**src/rtl/fe_sync_pkg.sv**
```systemverilog
package fe_sync_pkg;
   typedef enum logic [1:0] {
      OP_LOAD   = 2'd0,
      OP_STORE  = 2'd1,
      OP_SLOAD  = 2'd2,
      OP_SSTORE = 2'd3
   } fe_op_e;

   localparam logic RSP_OK   = 1'b0;
   localparam logic RSP_TRAP = 1'b1;
   localparam logic BIT_FULL = 1'b1;
   localparam logic BIT_EMPTY = 1'b0;
endpackage

```
**src/rtl/fe_word_store.sv**
```systemverilog
module fe_word_store #(
   parameter int DATA_W = 64,
   parameter int ADDR_W = 4
) (
   input  logic                      clk,
   input  logic                      rst_n,
   input  logic [ADDR_W-1:0]         acc_addr,
   input  logic                      wr_en,
   input  logic [DATA_W-1:0]         wr_data,
   input  logic                      fe_wr_en,
   input  logic                      fe_wr_val,
   output logic [DATA_W-1:0]         rd_data,
   output logic [(1<<ADDR_W)-1:0]    fe_vec
);
   import fe_sync_pkg::*;
   localparam int WORDS = 1 << ADDR_W;

   logic [DATA_W-1:0] mem_q [WORDS];
   logic [WORDS-1:0]  fe_q;

   always_ff @(posedge clk or negedge rst_n) begin
      if (!rst_n) begin
         for (int w = 0; w < WORDS; w++) mem_q[w] <= '0;
         fe_q <= {WORDS{BIT_FULL}};
      end else begin
         if (wr_en)    mem_q[acc_addr] <= wr_data;
         if (fe_wr_en) fe_q[acc_addr]  <= fe_wr_val;
      end
   end

   assign rd_data = mem_q[acc_addr];
   assign fe_vec  = fe_q;
endmodule

```
**src/rtl/fe_oldest_pick.sv**
```systemverilog
module fe_oldest_pick #(
   parameter int N = 4
) (
   input  logic [N-1:0] req,
   output logic [N-1:0] gnt,
   output logic [N-1:0] at_or_above
);
   always_comb begin
      logic seen;
      seen = 1'b0;
      gnt  = '0;
      for (int i = 0; i < N; i++) begin
         if (req[i] && !seen) gnt[i] = 1'b1;
         seen = seen | req[i];
      end
   end

   for (genvar g = 0; g < N; g++) begin : g_prefix
      assign at_or_above[g] = |gnt[g:0];
   end
endmodule

```
**src/rtl/fe_wait_queue.sv**
```systemverilog
module fe_wait_queue #(
   parameter int DATA_W     = 64,
   parameter int ADDR_W     = 4,
   parameter int TAG_W      = 8,
   parameter int DEPTH      = 4,
   parameter int TRAP_LIMIT = 64
) (
   input  logic                          clk,
   input  logic                          rst_n,
   input  logic [(1<<ADDR_W)-1:0]        fe_vec,
   input  logic                          push,
   input  logic                          push_store,
   input  logic [ADDR_W-1:0]             push_addr,
   input  logic [DATA_W-1:0]             push_wdata,
   input  logic [TAG_W-1:0]              push_tag,
   output logic [$clog2(DEPTH+1)-1:0]    occ,
   output logic                          full,
   output logic                          serve_valid,
   output logic                          serve_store,
   output logic                          serve_trap,
   output logic [ADDR_W-1:0]             serve_addr,
   output logic [DATA_W-1:0]             serve_wdata,
   output logic [TAG_W-1:0]              serve_tag
);
   localparam int CNT_W = $clog2(TRAP_LIMIT + 1);
   localparam int OCC_W = $clog2(DEPTH + 1);
   localparam logic [CNT_W-1:0] CNT_MAX = CNT_W'(TRAP_LIMIT);

   typedef struct packed {
      logic              st;
      logic [ADDR_W-1:0] addr;
      logic [DATA_W-1:0] wd;
      logic [TAG_W-1:0]  tag;
      logic [CNT_W-1:0]  cnt;
   } ent_t;

   ent_t             ent_q [DEPTH];
   ent_t             ent_d [DEPTH];
   ent_t             ent_x [DEPTH+1];
   logic [DEPTH-1:0] v_q, v_d;
   logic [DEPTH:0]   v_x;
   logic [DEPTH-1:0] match, elig, gnt, shift;
   logic [OCC_W-1:0] occ_q;
   ent_t             sel;

   for (genvar g = 0; g < DEPTH; g++) begin : g_eval
      assign match[g] = ent_q[g].st ? ~fe_vec[ent_q[g].addr] : fe_vec[ent_q[g].addr];
      assign elig[g]  = v_q[g] & (match[g] | (ent_q[g].cnt == CNT_MAX));
      assign ent_x[g] = ent_q[g];
   end
   assign ent_x[DEPTH] = '0;
   assign v_x          = {1'b0, v_q};

   fe_oldest_pick #(.N(DEPTH)) u_pick (
      .req         (elig),
      .gnt         (gnt),
      .at_or_above (shift)
   );

   assign serve_valid = |gnt;
   assign serve_trap  = |(gnt & ~match);

   always_comb begin
      sel = '0;
      for (int i = 0; i < DEPTH; i++) begin
         if (gnt[i]) sel = sel | ent_q[i];
      end
   end

   assign serve_store = sel.st;
   assign serve_addr  = sel.addr;
   assign serve_wdata = sel.wd;
   assign serve_tag   = sel.tag;

   always_comb begin
      for (int i = 0; i < DEPTH; i++) begin
         ent_t s;
         logic sv;
         s  = shift[i] ? ent_x[i+1] : ent_x[i];
         sv = shift[i] ? v_x[i+1]   : v_x[i];
         if (s.cnt != CNT_MAX) s.cnt = s.cnt + 1'b1;
         if (push && (occ_q == OCC_W'(i))) begin
            s.st   = push_store;
            s.addr = push_addr;
            s.wd   = push_wdata;
            s.tag  = push_tag;
            s.cnt  = '0;
            sv     = 1'b1;
         end
         ent_d[i] = s;
         v_d[i]   = sv;
      end
   end

   always_ff @(posedge clk or negedge rst_n) begin
      if (!rst_n) begin
         for (int i = 0; i < DEPTH; i++) ent_q[i] <= '0;
         v_q   <= '0;
         occ_q <= '0;
      end else begin
         for (int i = 0; i < DEPTH; i++) ent_q[i] <= ent_d[i];
         v_q <= v_d;
         if (push && !serve_valid)      occ_q <= occ_q + 1'b1;
         else if (serve_valid && !push) occ_q <= occ_q - 1'b1;
      end
   end

   assign occ  = occ_q;
   assign full = (occ_q == OCC_W'(DEPTH));
endmodule

```
**src/rtl/fe_sync_bank.sv**
```systemverilog
module fe_sync_bank #(
   parameter int DATA_W     = 64,
   parameter int ADDR_W     = 4,
   parameter int TAG_W      = 8,
   parameter int PEND_DEPTH = 4,
   parameter int TRAP_LIMIT = 64
) (
   input  logic              clk,
   input  logic              rst_n,
   input  logic              req_valid,
   output logic              req_ready,
   input  logic [1:0]        req_op,
   input  logic [ADDR_W-1:0] req_addr,
   input  logic [DATA_W-1:0] req_wdata,
   input  logic [TAG_W-1:0]  req_tag,
   output logic              rsp_valid,
   output logic [DATA_W-1:0] rsp_data,
   output logic [TAG_W-1:0]  rsp_tag,
   output logic              rsp_status
);
   import fe_sync_pkg::*;
   localparam int WORDS = 1 << ADDR_W;
   localparam int OCC_W = $clog2(PEND_DEPTH + 1);

   if (PEND_DEPTH < 1) begin : g_bad_depth
      $error("PEND_DEPTH must be at least 1");
   end
   if (TRAP_LIMIT < 1) begin : g_bad_limit
      $error("TRAP_LIMIT must be at least 1");
   end
   if (ADDR_W < 1 || DATA_W < 1 || TAG_W < 1) begin : g_bad_width
      $error("widths must be positive");
   end

   fe_op_e            op;
   logic [WORDS-1:0]  fe_vec;
   logic [OCC_W-1:0]  q_occ;
   logic              q_full;
   logic              serve_valid, serve_store, serve_trap;
   logic [ADDR_W-1:0] serve_addr;
   logic [DATA_W-1:0] serve_wdata;
   logic [TAG_W-1:0]  serve_tag;
   logic              accept, new_sync, new_can, exec_new, push;
   logic [ADDR_W-1:0] acc_addr;
   logic              wr_en, fe_wr_en, fe_wr_val;
   logic [DATA_W-1:0] wr_data, rd_data;
   logic              give_data;

   assign op        = fe_op_e'(req_op);
   assign req_ready = !q_full && !serve_valid;
   assign accept    = req_valid && req_ready;
   assign new_sync  = (op == OP_SLOAD) || (op == OP_SSTORE);
   assign new_can   = !new_sync ||
                      ((op == OP_SSTORE) ? (fe_vec[req_addr] == BIT_EMPTY)
                                         : (fe_vec[req_addr] == BIT_FULL));
   assign exec_new  = accept && new_can;
   assign push      = accept && !new_can;

   fe_wait_queue #(
      .DATA_W(DATA_W), .ADDR_W(ADDR_W), .TAG_W(TAG_W),
      .DEPTH(PEND_DEPTH), .TRAP_LIMIT(TRAP_LIMIT)
   ) u_wait (
      .clk         (clk),
      .rst_n       (rst_n),
      .fe_vec      (fe_vec),
      .push        (push),
      .push_store  (op == OP_SSTORE),
      .push_addr   (req_addr),
      .push_wdata  (req_wdata),
      .push_tag    (req_tag),
      .occ         (q_occ),
      .full        (q_full),
      .serve_valid (serve_valid),
      .serve_store (serve_store),
      .serve_trap  (serve_trap),
      .serve_addr  (serve_addr),
      .serve_wdata (serve_wdata),
      .serve_tag   (serve_tag)
   );

   always_comb begin
      acc_addr  = req_addr;
      wr_data   = req_wdata;
      wr_en     = 1'b0;
      fe_wr_en  = 1'b0;
      fe_wr_val = BIT_FULL;
      give_data = 1'b0;
      if (serve_valid) begin
         acc_addr = serve_addr;
         wr_data  = serve_wdata;
         if (!serve_trap) begin
            wr_en     = serve_store;
            fe_wr_en  = 1'b1;
            fe_wr_val = serve_store ? BIT_FULL : BIT_EMPTY;
            give_data = !serve_store;
         end
      end else if (exec_new) begin
         unique case (op)
            OP_LOAD:   give_data = 1'b1;
            OP_STORE:  begin wr_en = 1'b1; fe_wr_en = 1'b1; fe_wr_val = BIT_FULL; end
            OP_SLOAD:  begin give_data = 1'b1; fe_wr_en = 1'b1; fe_wr_val = BIT_EMPTY; end
            OP_SSTORE: begin wr_en = 1'b1; fe_wr_en = 1'b1; fe_wr_val = BIT_FULL; end
            default:   give_data = 1'b0;
         endcase
      end
   end

   fe_word_store #(.DATA_W(DATA_W), .ADDR_W(ADDR_W)) u_store (
      .clk       (clk),
      .rst_n     (rst_n),
      .acc_addr  (acc_addr),
      .wr_en     (wr_en),
      .wr_data   (wr_data),
      .fe_wr_en  (fe_wr_en),
      .fe_wr_val (fe_wr_val),
      .rd_data   (rd_data),
      .fe_vec    (fe_vec)
   );

   always_ff @(posedge clk or negedge rst_n) begin
      if (!rst_n) begin
         rsp_valid  <= 1'b0;
         rsp_data   <= '0;
         rsp_tag    <= '0;
         rsp_status <= RSP_OK;
      end else begin
         rsp_valid  <= serve_valid || exec_new;
         rsp_data   <= give_data ? rd_data : '0;
         rsp_tag    <= serve_valid ? serve_tag : req_tag;
         rsp_status <= (serve_valid && serve_trap) ? RSP_TRAP : RSP_OK;
      end
   end
endmodule

```
**config.mk**
```make
export PLATFORM = sky130hd
export DESIGN_NAME = fe_sync_bank
export DESIGN_NICKNAME = d
export VERILOG_FILES = /design/src/rtl/fe_sync_pkg.sv /design/src/rtl/fe_word_store.sv /design/src/rtl/fe_oldest_pick.sv /design/src/rtl/fe_wait_queue.sv /design/src/rtl/fe_sync_bank.sv
export SDC_FILE = /design/constraint.sdc
export NUM_CORES = 2
export LEC_CHECK = 0
export BUFFER_PORTS_ARGS = -buffer_cell sky130_fd_sc_hd__buf_2
export CORE_MARGIN = 2
export CORE_UTILIZATION = 39
export CTS_BUF_LIST = sky130_fd_sc_hd__clkbuf_8
export CTS_CLUSTER_DIAMETER = 120
export DETAILED_ROUTE_END_ITERATION = 10
export PLACE_DENSITY_LB_ADDON = 0.25
export SKIP_CTS_REPAIR_TIMING = 1
export SYNTH_ARGS = -nofsm -noshare
export SYNTH_HDL_FRONTEND = slang
export SYNTH_SLANG_ARGS = --single-unit
```
**constraint.sdc**
```tcl
create_clock -name clk -period 4.93 [get_ports clk]
set_clock_uncertainty 0.15 [all_clocks]
set_input_delay 0.2465 -clock clk [delete_from_list [all_inputs] [get_ports clk]]
set_output_delay 0.2465 -clock clk [all_outputs]
set_load 0.005 [all_outputs]
```
* Word-level counts from Yosys, hierarchy flattened
Cells that the tools add are included.
Storage, ports and cells: flip-flop bits (word level) 1457, input bits 81, output and inout port bits 75
Cells by class: add/subtract/negate cells 6, $lt $le $gt $ge 9, equal/unequal tests 15, muxes and demuxes 76, bitwise gates (word level) 21, reduce and logical (&&, ||, !) cells 42
Operators with widths (count):
- $bwmux 1024 | 1
- $mux 84 | 12
- $mux 64 | 5
- $bmux 64 s4 | 1
- $demux 64 s4 | 1
- $or 84x84->84 | 3
- $mux 1 | 41
- $lt 4x5->1 const B | 6
- $add 7x1->7 const B | 4
- $eq 7x7->1 const B | 4
- $mux 7 | 4
- $ne 7x7->1 const B | 4
- $bmux 1 s4 | 5
- $bwmux 16 | 1
- $logic_and 1x1->1 | 16
- $reduce_bool 2->1 | 5
- $logic_not 1->1 | 9
- $mux 8 | 1
- $reduce_or 4->1 | 2
- $eq 3x2->1 const B | 2
- $mux 3 | 2
- $or 1x1->1 | 6
- $reduce_or 2->1 | 3
- $reduce_or 3->1 | 2
- 19 further kinds | 29

* Logic depth before layout (Yosys ltp)
depth after elaboration 21, mapped depth 17, mapped depth without buffers 12

* Hierarchy
Synthesis repeated with hierarchy kept, for this count alone.
Unflattened totals: cell total of the unflattened synthesis 5009, area total of the unflattened synthesis 68032.7 um^2
Modules (own cells, without submodules):
- fe_word_store | instances 1, cells an instance 2826, area each 46448.3 um^2, seq. area each 26045.0 um^2
- fe_wait_queue | instances 1, cells an instance 1902, area each 17895.9 um^2, seq. area each 8583.2 um^2
- fe_sync_bank | instances 1, cells an instance 273, area each 3631.0 um^2, seq. area each 1851.8 um^2
- fe_oldest_pick | instances 1, cells an instance 8, area each 57.6 um^2, seq. area each 0.0 um^2

* Worst setup path before layout
OpenSTA, ideal clock, no wires.
path kind flip-flop to flip-flop, start point register u_wait.ent_q[334] (netlist name), end point register u_wait.ent_q[253] (netlist name), data arrival time 4.081 ns, data required time 4.686 ns, path slack 0.605 ns, cell stages (with the launch flop) 15, path buffers 5, period minus slack after synthesis 4.325 ns, path through dfrtp_1 -> buf_2 -> mux4_2 -> mux4_2 -> xor2_1 -> o21a_1 -> buf_2 -> clkbuf_1 -> buf_2 -> buf_1 -> mux2i_1 -> nand4_1 -> nor3b_2 -> nor2_1 -> a211oi_1

* Worst setup path after layout
start point register u_wait.ent_q[82] (netlist name), end point register u_store.mem_q[631] in the netlist's numbering
Between the ends: cells in the longest elaborated chain, start to end 16, elaborated cells between the ends (all ways) 30, classes of those cells order compare (2); mux (13); bitwise (7); reduce/logical (8)
Ends and longest elaborated chain:
- $bmux 1 s4 | line fe_wait_queue.sv:47 | assign match[g] = ent_q[g].st ? ~fe_vec[ent_q[g].addr] : fe_vec[ent_q[g].addr];
- $mux 1 (not written as such) | line fe_wait_queue.sv:47
- $not 1->1 | line fe_wait_queue.sv:47
- $mux 1 | line fe_wait_queue.sv:47
- $or 1x1->1 | line fe_wait_queue.sv:48 | assign elig[g] = v_q[g] & (match[g] | (ent_q[g].cnt == CNT_MAX));
- $and 1x1->1 | line fe_wait_queue.sv:48
- $logic_and 1x1->1 | line fe_oldest_pick.sv:13 | if (req[i] && !seen) gnt[i] = 1'b1;
- $mux 1 | line fe_oldest_pick.sv:13
- $reduce_or 4->1 or $mux 84 (tied branches) | line fe_wait_queue.sv:60, fe_wait_queue.sv:66
- $mux 4 | line fe_sync_bank.sv:88 | if (serve_valid) begin
- $not 4->5 (not written as such) | line fe_word_store.sv:26 | if (wr_en) mem_q[acc_addr] <= wr_data;
- $ge 5x5->1 (not written as such) or $lt 5x1->1 (tied branches) | line fe_word_store.sv:26
- $logic_and 1x1->1 (not written as such) | line fe_word_store.sv:26
- $mux 64 (not written as such) | line fe_word_store.sv:26
- $demux 64 s4 | line fe_word_store.sv:26
- $bwmux 1024 | line fe_word_store.sv:26
- to (signal, indexed assignment) | line fe_word_store.sv:26
- to (decl) | line fe_word_store.sv:18 | logic [DATA_W-1:0] mem_q [WORDS];
Several ways; a longest one is shown, not always the timed one. The select of a mux whose other input is x is not followed. A chain may end at the register's enable or synchronous reset.

==> metrics.txt <==
1st-iter DRT viols 5472; largest net degree at the start of global routing 146; Antenna Nets Post-Route 0; Synth Cell Area 65200 µm²; Layout area overhead 17.2%; type of origin of the critical path flip-flop; status completed; IO Pins 156; Clock transition at path regs 0.06 ns; CTS Buffer Depth 3; CP Data Arrival Time 5.49 ns; slew of the pin with the lowest slew margin 1.04 ns; first-pass GRT wire length 321000 µm; DRC viols 0; Core Region 166000 µm²; Die Y 413 µm; CP top delay family multiplexers; CP cell instances mux4_2 -> mux4_2 -> xnor2_2 -> o21a_1 -> buf_4 -> nand4_1 -> o221a_2 -> a22o_1 -> or4_4 -> buf_12 -> nand2_1 -> o21ai_0; Post-synth ARST share 1.00; top post-synthesis cells by count 2155 x nand2_1, 1441 x dfrtp_1, 984 x o21ai_0; # clock sinks 1457; Crit Path Max Fanout 104; Tmin final 4.84 ns; vias in the first global route 51300; largest cells by area after synthesis dfrtp_1 55%, nand2_1 12%, o21ai_0 7.6%, a22oi_1 3.6%, mux4_2 3.4%; sequential area share after synthesis 0.560; VDD IR max 828 µV; CTS Buf Count 237; worst skew pair latency 0.99 ns; WP data required 5.58 ns; CP Buf/Inv Count 2; worst setup path class flip-flop to flip-flop; IO buf count 155; fmax 206 MHz; Final Hold Fails 0; Synth Flop Type dfrtp_1; count leader, synth nand2_1; YS warnings 0; CTS H-tree lvls 4; Netlist cell types 67; gr ovfl total 0; Post-Syn Instances 6916; leakage power 0.0353 µW; Yosys top cell by area dfrtp_1; Root Driver clkbuf_8; final layout net count 7232; Post-synth EDFFs 0; Critical Path Max Stage Delay 0.56 ns; Synth top area share 0.553; max cap viols 0; Min-Delay Path Class input pin to flip-flop; DP Area 69600 µm²; endpoint class of the critical path flip-flop; initial antenna violation count 12; drt first pass iters 6; Post-Layout Cell Count 9534; Post-Route WL 212000 µm; RSZ-0062 raised after global routing no; CP most frequent cell mux4_2; Mapped Nets 7012; layout cells sized above 1 0.127; final period utilization 0.983; row cnt 150; global-route usage over all layers 0.245; Final Instance Area 76300 µm²; Avg WL per Cell 22.2 µm; die area 170000 µm²; Pins Over Slew Limit 0; DR vias/cell 5.57; CTS tree done; Pwr Density 805 nW/µm²; DPL Wire Length 121000 µm; Synth Register Bits 1457; final setup TNS 0 ns; dpl cells 8920; die width 413 µm; via count 53100; setup violators final 0; placer congestion estimate 0.845; slowest cell on the critical path mux4_2; final worst slack 0.0857 ns; worst slack at placement 0.0687 ns; slew margin rel. 0.307; Syn Area/Cell 9.42 µm²; Starting Density 0.391; Tot Pwr 61400 µW
-- worst min-delay path, stage by stage --
cell and delay [ns]:
dlygate4sd3_1 0.51, buf_2 0.18, nand2_1 0.06, o21ai_0 0.07
-- layer usage --
layer / vias up / GRT usage / part of all wire
met5: - / 0 / 0.000085
li1: 24400 / - / -
met2: 1908 / 0.379 / 0.45
met4: 4 / 0.0664 / 0.023
met1: 26400 / 0.351 / 0.46
met3: 370 / 0.0472 / 0.073
-- final cells by class --
| class | count | area (µm²) |
|---|---|---|
| Multi-Input combinational cell | 4824 | 26400 |
| Antenna cell | 7 | 17.5 |
| Tap cell | 2204 | 2760 |
| Clock buffer | 297 | 4090 |
| Inverter | 22 | 85.1 |
| Clock inverter | 129 | 734 |
| Fill cell | 15700 | 90100 |
| Sequential cell | 1457 | 36500 |
| Timing Repair Buffer | 594 | 5790 |
-- per-stage QoR --
stage / hold WS [ns] / utilization
final: 0.000459 / 0.459
after global routing: -0.00693 / 0.459
after CTS: -0.879 / 0.447
after detailed placement: 0.205 / 0.418
after global placement: 0.216 / 0.418
after floorplan: -0.199 / -
-- sequential cells by signal, indices dropped and copies added (netlist names) --
name / count
rsp_data: 64
rsp_status: 1
rsp_tag: 8
rsp_valid: 1
u_store.fe_vec: 16
u_store.mem_q: 1024
u_wait.ent_q: 336
u_wait.occ: 3
u_wait.v_q: 4
-- cell usage in the layout, fill, tap and decap left out, types with 119 or more instances in the layout --
cell type	Yosys	layout
nand3_1	255	254
clkbuf_8	0	297
inv_1	21	119
o21ai_0	984	963
dlygate4sd3_1	0	171
dfrtp_1	1441	1440
buf_2	130	154
buf_4	4	165
o21ai_1	269	289
nand2_1	2155	2150
a22oi_1	313	313
mux2i_1	161	161
a21oi_1	137	136
-- where the power goes --
| part | internal, µW | leakage (µW) | switching [µW] |
|---|---|---|---|
| Clock | 5660 | 0.00285 | 5040 |
| Combinational | 10500 | 0.0132 | 20700 |
| Sequential | 16800 | 0.0192 | 2800 |
| Total | 32900 | 0.0353 | 28500 |
-- final timing paths --
check | from | endpoint | slack, ns | cells past startpoint
worst max-delay path | u_wait.ent_q[82] | u_store.mem_q[631] | 0.09 | 12
worst min-delay path | req_wdata[18] | u_wait.ent_q[33] | 0.0005 | 4
worst max register to register | u_wait.ent_q[82] | u_store.mem_q[631] | 0.09 | 12
worst min register to register | u_wait.ent_q[266] | u_wait.ent_q[266] | 0.32 | 2
max in group asynchronous | rst_n | u_wait.ent_q[113] | 3.27 | 4
min in group asynchronous | rst_n | u_store.mem_q[524] | 0.55 | 4
-- kinds of logic (layout without fill, tap and decap cells) --
group	Yosys count	count (layout)	share of synthesized area
AOI/OAI and AO/OA	1934	1934	0.176
muxes	259	259	0.0584
buffers and inverters	636	1042	0.0398
xor gates and xnor gates	31	31	0.00440
DFF	1457	1457	0.560
and+or+nand+nor	2584	2585	0.159
other	0	7	0
adders and majority gates	15	15	0.00288
Note: power is estimated with default switching activity, not from simulation.
